**config.mk**
```make
export PLATFORM = sky130hd
export DESIGN_NAME = byte_pack_fifo
export DESIGN_NICKNAME = d
export VERILOG_FILES = /design/src/rtl/bpf_pkg.sv /design/src/rtl/bpf_store.sv /design/src/rtl/bpf_engine.sv /design/src/rtl/byte_pack_fifo.sv
export SDC_FILE = /design/constraint.sdc
export NUM_CORES = 1
export LEC_CHECK = 0
export BUFFER_PORTS_ARGS = -buffer_cell sky130_fd_sc_hd__buf_2
export CAP_MARGIN = 20
export CORE_MARGIN = 2
export CORE_UTILIZATION = 55
export CTS_CLUSTER_DIAMETER = 80
export DETAILED_ROUTE_END_ITERATION = 7
export PLACE_DENSITY = 0.72
export SETUP_SLACK_MARGIN = 0.1
export SLEW_MARGIN = 20
export SYNTH_ARGS = -nofsm -noshare
export SYNTH_HDL_FRONTEND = slang
export SYNTH_SLANG_ARGS = --single-unit
```
**constraint.sdc**
```tcl
create_clock -name clk -period 6.7 [get_ports clk]
set_clock_uncertainty 0.15 [all_clocks]
set_input_delay 0.335 -clock clk [delete_from_list [all_inputs] [get_ports clk]]
set_output_delay 0.335 -clock clk [all_outputs]
set_load 0.005 [all_outputs]
```
**src/rtl/bpf_pkg.sv**
```systemverilog
package bpf_pkg;
    // transfer direction as seen from the host
    typedef enum logic {
        DIR_TO_CARD   = 1'b0,
        DIR_FROM_CARD = 1'b1
    } xfer_dir_e;
endpackage

```
**src/rtl/bpf_store.sv**
```systemverilog
module bpf_store #(
    parameter int DEPTH = 16,   // power of two
    parameter int DW    = 32,
    localparam int PW   = $clog2(DEPTH),
    localparam int LW   = PW + 1
) (
    input  logic          clk,
    input  logic          rst_n,
    input  logic          push,
    input  logic [DW-1:0] push_data,
    input  logic          pop,
    output logic [DW-1:0] head,
    output logic [LW-1:0] level,
    output logic          full,
    output logic          empty
);
    typedef struct packed {
        logic [PW-1:0] rptr;
        logic [LW-1:0] len;
    } st_t;

    st_t st_d, st_q;
    logic [DW-1:0] mem_q [DEPTH];
    logic          push_ok, pop_ok;
    logic [PW-1:0] wptr;

    always_comb begin
        full    = (st_q.len == LW'(DEPTH));
        empty   = (st_q.len == '0);
        push_ok = push && !full;
        pop_ok  = pop && !empty;
        wptr    = st_q.rptr + st_q.len[PW-1:0];
        head    = mem_q[st_q.rptr];
        level   = st_q.len;
        st_d    = st_q;
        if (pop_ok) begin
            st_d.rptr = st_q.rptr + PW'(1);
        end
        case ({push_ok, pop_ok})
            2'b10:   st_d.len = st_q.len + LW'(1);
            2'b01:   st_d.len = st_q.len - LW'(1);
            default: st_d.len = st_q.len;
        endcase
    end

    always_ff @(posedge clk) begin
        if (!rst_n) begin
            st_q <= '0;
        end else begin
            st_q <= st_d;
        end
    end

    always_ff @(posedge clk) begin
        if (push_ok) begin
            mem_q[wptr] <= push_data;
        end
    end


    no_overflow_chk: assert property (@(posedge clk) disable iff (!rst_n)
        level <= LW'(DEPTH));

    full_drop_chk: assert property (@(posedge clk) disable iff (!rst_n)
        (push && full && !pop) |=> full);

    empty_pop_chk: assert property (@(posedge clk) disable iff (!rst_n)
        (pop && empty && !push) |=> empty);
endmodule

```
**src/rtl/bpf_engine.sv**
```systemverilog
module bpf_engine #(
    parameter int DW   = 32,
    parameter int CW   = 25,
    localparam int NB  = DW / 8,
    localparam int IW  = $clog2(NB)
) (
    input  logic          clk,
    input  logic          rst_n,
    input  logic          load,
    input  logic [CW-1:0] load_count,
    input  logic          dir_rd,
    input  logic          host_wr,
    input  logic          host_rd,
    input  logic          fifo_full,
    input  logic          fifo_empty,
    input  logic [DW-1:0] fifo_head,
    input  logic [7:0]    rx_byte,
    input  logic          rx_valid,
    output logic          rx_ready,
    output logic [7:0]    tx_byte,
    output logic          tx_valid,
    input  logic          tx_ready,
    output logic          eng_push,
    output logic [DW-1:0] eng_push_data,
    output logic          eng_pop,
    output logic          done
);
    import bpf_pkg::*;

    typedef struct packed {
        logic [CW-1:0] rem;
        logic [DW-1:0] pack;
        logic [IW-1:0] pidx;
        logic [DW-1:0] shreg;
        logic [IW:0]   lanes;
        logic          armed;
        logic          done;
    } eng_t;

    eng_t e_d, e_q;
    logic [DW-1:0] word_d;
    logic          from_card;

    always_comb begin
        from_card     = (xfer_dir_e'(dir_rd) == DIR_FROM_CARD);
        rx_ready      = from_card && (e_q.rem != '0) && !fifo_full && !host_wr;
        tx_valid      = !from_card && (e_q.rem != '0) && (e_q.lanes != '0);
        tx_byte       = e_q.shreg[7:0];
        word_d        = e_q.pack | (DW'(rx_byte) << {e_q.pidx, 3'b000});
        eng_push      = 1'b0;
        eng_push_data = word_d;
        eng_pop       = 1'b0;
        e_d           = e_q;
        e_d.done      = 1'b0;
        if (load) begin
            e_d.rem   = load_count;
            e_d.pack  = '0;
            e_d.pidx  = '0;
            e_d.lanes = '0;
            e_d.armed = 1'b1;
        end else begin
            if (rx_ready && rx_valid) begin
                e_d.rem = e_q.rem - CW'(1);
                if ((e_q.pidx == IW'(NB - 1)) || (e_q.rem == CW'(1))) begin
                    eng_push = 1'b1;
                    e_d.pack = '0;
                    e_d.pidx = '0;
                end else begin
                    e_d.pack = word_d;
                    e_d.pidx = e_q.pidx + IW'(1);
                end
            end else if (tx_valid && tx_ready) begin
                e_d.rem   = e_q.rem - CW'(1);
                e_d.shreg = e_q.shreg >> 8;
                e_d.lanes = e_q.lanes - (IW + 1)'(1);
            end else if (!from_card && (e_q.rem != '0) && (e_q.lanes == '0)
                         && !fifo_empty && !host_rd) begin
                eng_pop   = 1'b1;
                e_d.shreg = fifo_head;
                e_d.lanes = (IW + 1)'(NB);
            end
            if (e_q.armed && (e_q.rem == '0)) begin
                e_d.done  = 1'b1;
                e_d.armed = 1'b0;
            end
        end
        done = e_q.done;
    end

    always_ff @(posedge clk) begin
        if (!rst_n) begin
            e_q <= '0;
        end else begin
            e_q <= e_d;
        end
    end


    push_room_chk: assert property (@(posedge clk) disable iff (!rst_n)
        eng_push |-> !fifo_full);

    tx_hold_chk: assert property (@(posedge clk) disable iff (!rst_n)
        (tx_valid && !tx_ready && !load) |=> (dir_rd || (tx_valid && $stable(tx_byte))));
endmodule

```
**src/rtl/byte_pack_fifo.sv**
```systemverilog
module byte_pack_fifo #(
    parameter int DEPTH  = 16,
    parameter int DW     = 32,
    parameter int BLK_W  = 9,
    parameter int LEN_W  = 16,
    localparam int CW    = BLK_W + LEN_W,
    localparam int LW    = $clog2(DEPTH) + 1
) (
    input  logic             clk,
    input  logic             rst_n,
    input  logic             host_rd,
    input  logic             host_wr,
    input  logic [DW-1:0]    host_wdata,
    output logic [DW-1:0]    host_rdata,
    input  logic             blk_load,
    input  logic [BLK_W-1:0] blk_num,
    input  logic [LEN_W-1:0] byte_len,
    input  logic             dir_rd,
    input  logic [7:0]       rx_byte,
    input  logic             rx_valid,
    output logic             rx_ready,
    output logic [7:0]       tx_byte,
    output logic             tx_valid,
    input  logic             tx_ready,
    output logic [LW-1:0]    fifo_level,
    output logic             xfer_done
);
    logic          eng_push, eng_pop;
    logic [DW-1:0] eng_push_data, fifo_head;
    logic          fifo_full, fifo_empty;
    logic          st_push, st_pop;
    logic [DW-1:0] st_push_data;
    logic [CW-1:0] load_count;
    logic [DW-1:0] rdata_d, rdata_q;

    always_comb begin
        load_count   = CW'(blk_num) * CW'(byte_len);
        st_push      = host_wr || eng_push;
        st_push_data = eng_push ? eng_push_data : host_wdata;
        st_pop       = host_rd || eng_pop;
        rdata_d      = rdata_q;
        if (host_rd) begin
            rdata_d = fifo_empty ? '0 : fifo_head;
        end
        host_rdata = rdata_q;
    end

    always_ff @(posedge clk) begin
        if (!rst_n) begin
            rdata_q <= '0;
        end else begin
            rdata_q <= rdata_d;
        end
    end

    bpf_store #(.DEPTH(DEPTH), .DW(DW)) u_store (
        .clk       (clk),
        .rst_n     (rst_n),
        .push      (st_push),
        .push_data (st_push_data),
        .pop       (st_pop),
        .head      (fifo_head),
        .level     (fifo_level),
        .full      (fifo_full),
        .empty     (fifo_empty)
    );

    bpf_engine #(.DW(DW), .CW(CW)) u_engine (
        .clk           (clk),
        .rst_n         (rst_n),
        .load          (blk_load),
        .load_count    (load_count),
        .dir_rd        (dir_rd),
        .host_wr       (host_wr),
        .host_rd       (host_rd),
        .fifo_full     (fifo_full),
        .fifo_empty    (fifo_empty),
        .fifo_head     (fifo_head),
        .rx_byte       (rx_byte),
        .rx_valid      (rx_valid),
        .rx_ready      (rx_ready),
        .tx_byte       (tx_byte),
        .tx_valid      (tx_valid),
        .tx_ready      (tx_ready),
        .eng_push      (eng_push),
        .eng_push_data (eng_push_data),
        .eng_pop       (eng_pop),
        .done          (xfer_done)
    );


    done_pulse_chk: assert property (@(posedge clk) disable iff (!rst_n)
        xfer_done |=> !xfer_done);

    zero_on_empty_chk: assert property (@(posedge clk) disable iff (!rst_n)
        (host_rd && fifo_empty) |=> (host_rdata == '0));
endmodule

```
==> flow_summary.toml <==
[clock_network]
cts_tree = "done"
clock_sinks = 653
numCtsBuffers = 67
cts_resized = 0
clockBufferDepth = 3
cts_root_buffer = "clkbuf_16"
clkSlewWorstSetupHoldPaths_ns = 0.06
htreeDepth = 3
clock_latency_ns = 0.59

[setup_path]
cp-start-kind = "flip-flop"
r2r_cells = 11
path_class = "flip-flop to flip-flop"
cp_cell_sequence = "inv_1 -> ha_1 -> or3b_2 -> nor4_2 -> and2_1 -> or4b_1 -> or2_4 -> nor2_8 -> o2111ai_1 -> nor2_4 -> buf_4"
arrival_ns = 5.27
cp-startpoint = "u_engine.e_q[71]$_SDFFE_PN0P_"
crit_family = "simple AND/OR/NAND/NOR gates"
cp_num_buf_inv = 2
rr_endpoint = "u_store.mem_q[15][26]$_DFFE_PP_"
timing.rr.start = "u_engine.e_q[71]$_SDFFE_PN0P_"
max_stage_delay_ns = 1.06
setup.worst_path.end = "u_store.mem_q[15][26]$_DFFE_PP_"
critPathRequiredTime_ns = 6.82
rrSetupSlack_ns = 1.55
cpMaxStageDelayCell = "nor2_4"
cp_num_cells = 11
end_kind = "flip-flop"
path_max_fanout = 22

[final_layout]
final_cells = 2891
nets = 2368
drive_above_1_share = 0.222
antenna_cells = 0
syn2layout_area_growth_pct = 11.9
design_area_sq_mm = 0.0339

[drt]
wl_per_cell_um = 25.0
wl_um = 72400
via_per_inst = 6.14
ant_nets = 0
drt_iter0_drc = 1745
drc = 0
vias = 17800
first_pass_iters = 6

[floorplanning]
die-area_sq_mm = 0.0570
io_pins = 121
core_region_area_sq_mm = 0.0548
rows = 86
initial_utilization = 0.553
die_w_um = 239
die_y_um = 239

[global_routing]
grt_pass1_vias = 18100
grt_overflow = 0
grt_util_met3 = 0.0333
use_met1 = 0.359
grt_usage = 0.262
grt_max_degree = 59
antenna_found_initial = 0
met2_usage = 0.440
grt_pass1_wl_um = 111000
busiest_layer = "met2"

[synth]
postSynthAreaPerCell_sq_um = 14.9
ys_top_cells_by_area = "edfxtp_1 51%, mux4_2 12%, dfxtp_1 9.3%"
netlist.area_leader.share = 0.508
yosysSeqAreaShare = 0.601
synth_cell_types = 68
yosys_warnings = 0
yosys.area.top_type = "edfxtp_1"
synth.most_common_cell = "edfxtp_1"
synth_cells = 2027
synth_seq_cells = 653
async_flop_share = 0
synth_top_flop_cell = "edfxtp_1"
synth_edf_count = 512
syn_area_sq_mm = 0.0303
synth_nets = 2259
synth.top_cells.by_count = "512 x edfxtp_1, 160 x mux4_2, 155 x nor2_1"

[run]
maxCapViolations = 0

[min_path]
worstHoldPathType = "input pin to flip-flop"

[timing]
fin_tns_setup_ns = 0
max_freq_ghz = 0.194
maxSlewViolCount = 0
worst_slew_pin_slew_ns = 1.14
period_minus_slack_ns = 5.15
max_slew_margin = 0.239
period_share = 0.768
rsz0062_at_grt = "no"
setup_viol_count_final = 0
hold_viol_final = 0

[placement]
place.detailed.hpwl_um = 44100
portBuffers = 120
place_congestion = 0.846
dp.cells = 2761
dpl_cell_area_sq_mm = 0.0316

[pwr]
peakVddDrop_uv = 231
power_mw = 12.8
leakage_nw = 12.0
power-per-cell-area_mw_per_mm2 = 377

[outcome]
status = "complete, no violations"
==> cell type report <==
| type | instances | area [sq um] |
|---|---|---|
| Sequential cell | 653 | 18200 |
| Fill cell | 3918 | 20900 |
| Multi-Input combinational cell | 1113 | 11100 |
| Clock buffer | 81 | 1820 |
| Tap cell | 704 | 881 |
| Clock inverter | 39 | 365 |
| Timing Repair Buffer | 160 | 956 |
| Inverter | 141 | 529 |
==> metrics by stage <==
stage	setup slack, ns	hold slack (ns)	util
2_1_floorplan	0.575	0.260	-
3_3_place_gp	1.46	0.299	0.576
3_5_place_dp	1.38	0.306	0.576
4_1_cts	1.61	0.0843	0.618
5_1_grt	1.37	0.143	0.619
6_report	1.55	0.114	0.619
==> flip-flops by register name (all words and copies together), names as in the netlist, named ones only <==
register	flops
u_engine.done	1
u_store.level	5
host_rdata	32
u_store.st_q	4
u_engine.e_q	87
u_store.mem_q	512
u_engine.tx_byte	8
==> worst min-delay path, delay by kind of cell <==
kind            cells  cell delay (ns)
simple gates        3             0.25
buf+inv             1             0.11
compound gates      1             0.11
==> routing by layer <==
metal / routed length, um / vias to the layer above
met4: 1930 / 0
met2: 36200 / 825
met5: 0 / -
met3: 5470 / 125
li1: - / 7701
met1: 28800 / 9105
==> power breakdown <==
group | internal (mW) | switching, mW | total (mW)
Combinational | 1.71 | 2.25 | 3.96
Sequential | 4.85 | 0.279 | 5.13
Clock | 2.18 | 1.52 | 3.69
Total | 8.74 | 4.05 | 12.8
==> repair_timing <==
item,CTS,global route
hold endpoints to repair,31,0
hold buffers,9,0
buffers inserted,0,0
==> placed cells by master (no fill, tap or decap), types with 24 or more instances in the layout <==
cell / netlist / layout
clkbuf_16: 0 / 70
mux4_2: 160 / 160
mux2i_1: 28 / 28
a22oi_1: 36 / 36
xnor2_1: 24 / 24
inv_1: 139 / 138
and2_1: 86 / 86
nand2_1: 92 / 92
fa_1: 101 / 101
dfxtp_1: 141 / 137
edfxtp_1: 512 / 512
xor2_1: 27 / 27
a21oi_2: 28 / 32
ha_1: 58 / 58
buf_2: 9 / 120
a21oi_1: 125 / 121
buf_4: 20 / 29
nor2_1: 155 / 145
o21ai_0: 41 / 41
==> worst min path at each step <==
stage                                   from  cells past startpoint                        endpoint  slack (ns)
6_report                            tx_ready                      5    u_engine.e_q[3]$_SDFFE_PP0P_        0.11
5_1_grt                       host_wdata[14]                      3  u_store.mem_q[4][14]$_DFFE_PP_        0.14
4_1_cts                             tx_ready                      5    u_engine.e_q[3]$_SDFFE_PP0P_        0.08
3_5_place_dp   u_engine.e_q[65]$_SDFFE_PP0P_                      2   u_engine.e_q[65]$_SDFFE_PP0P_        0.31
3_3_place_gp   u_engine.e_q[40]$_SDFFE_PP0P_                      2   u_engine.e_q[40]$_SDFFE_PP0P_        0.30
2_1_floorplan   u_engine.e_q[1]$_SDFFE_PN0P_                      2        u_engine.done$_SDFF_PP0_        0.26
==> kinds of logic after synthesis <==
family | synth area share
flip-flops | 0.601
AND/OR/NAND/NOR | 0.0697
AO/OA/AOI/OAI | 0.0588
buffers and inverters | 0.0368
multiplexers | 0.128
adder cells (fa/ha/maj) | 0.0907
XOR/XNOR | 0.0148
Note: power is estimated with default switching activity, not from simulation.
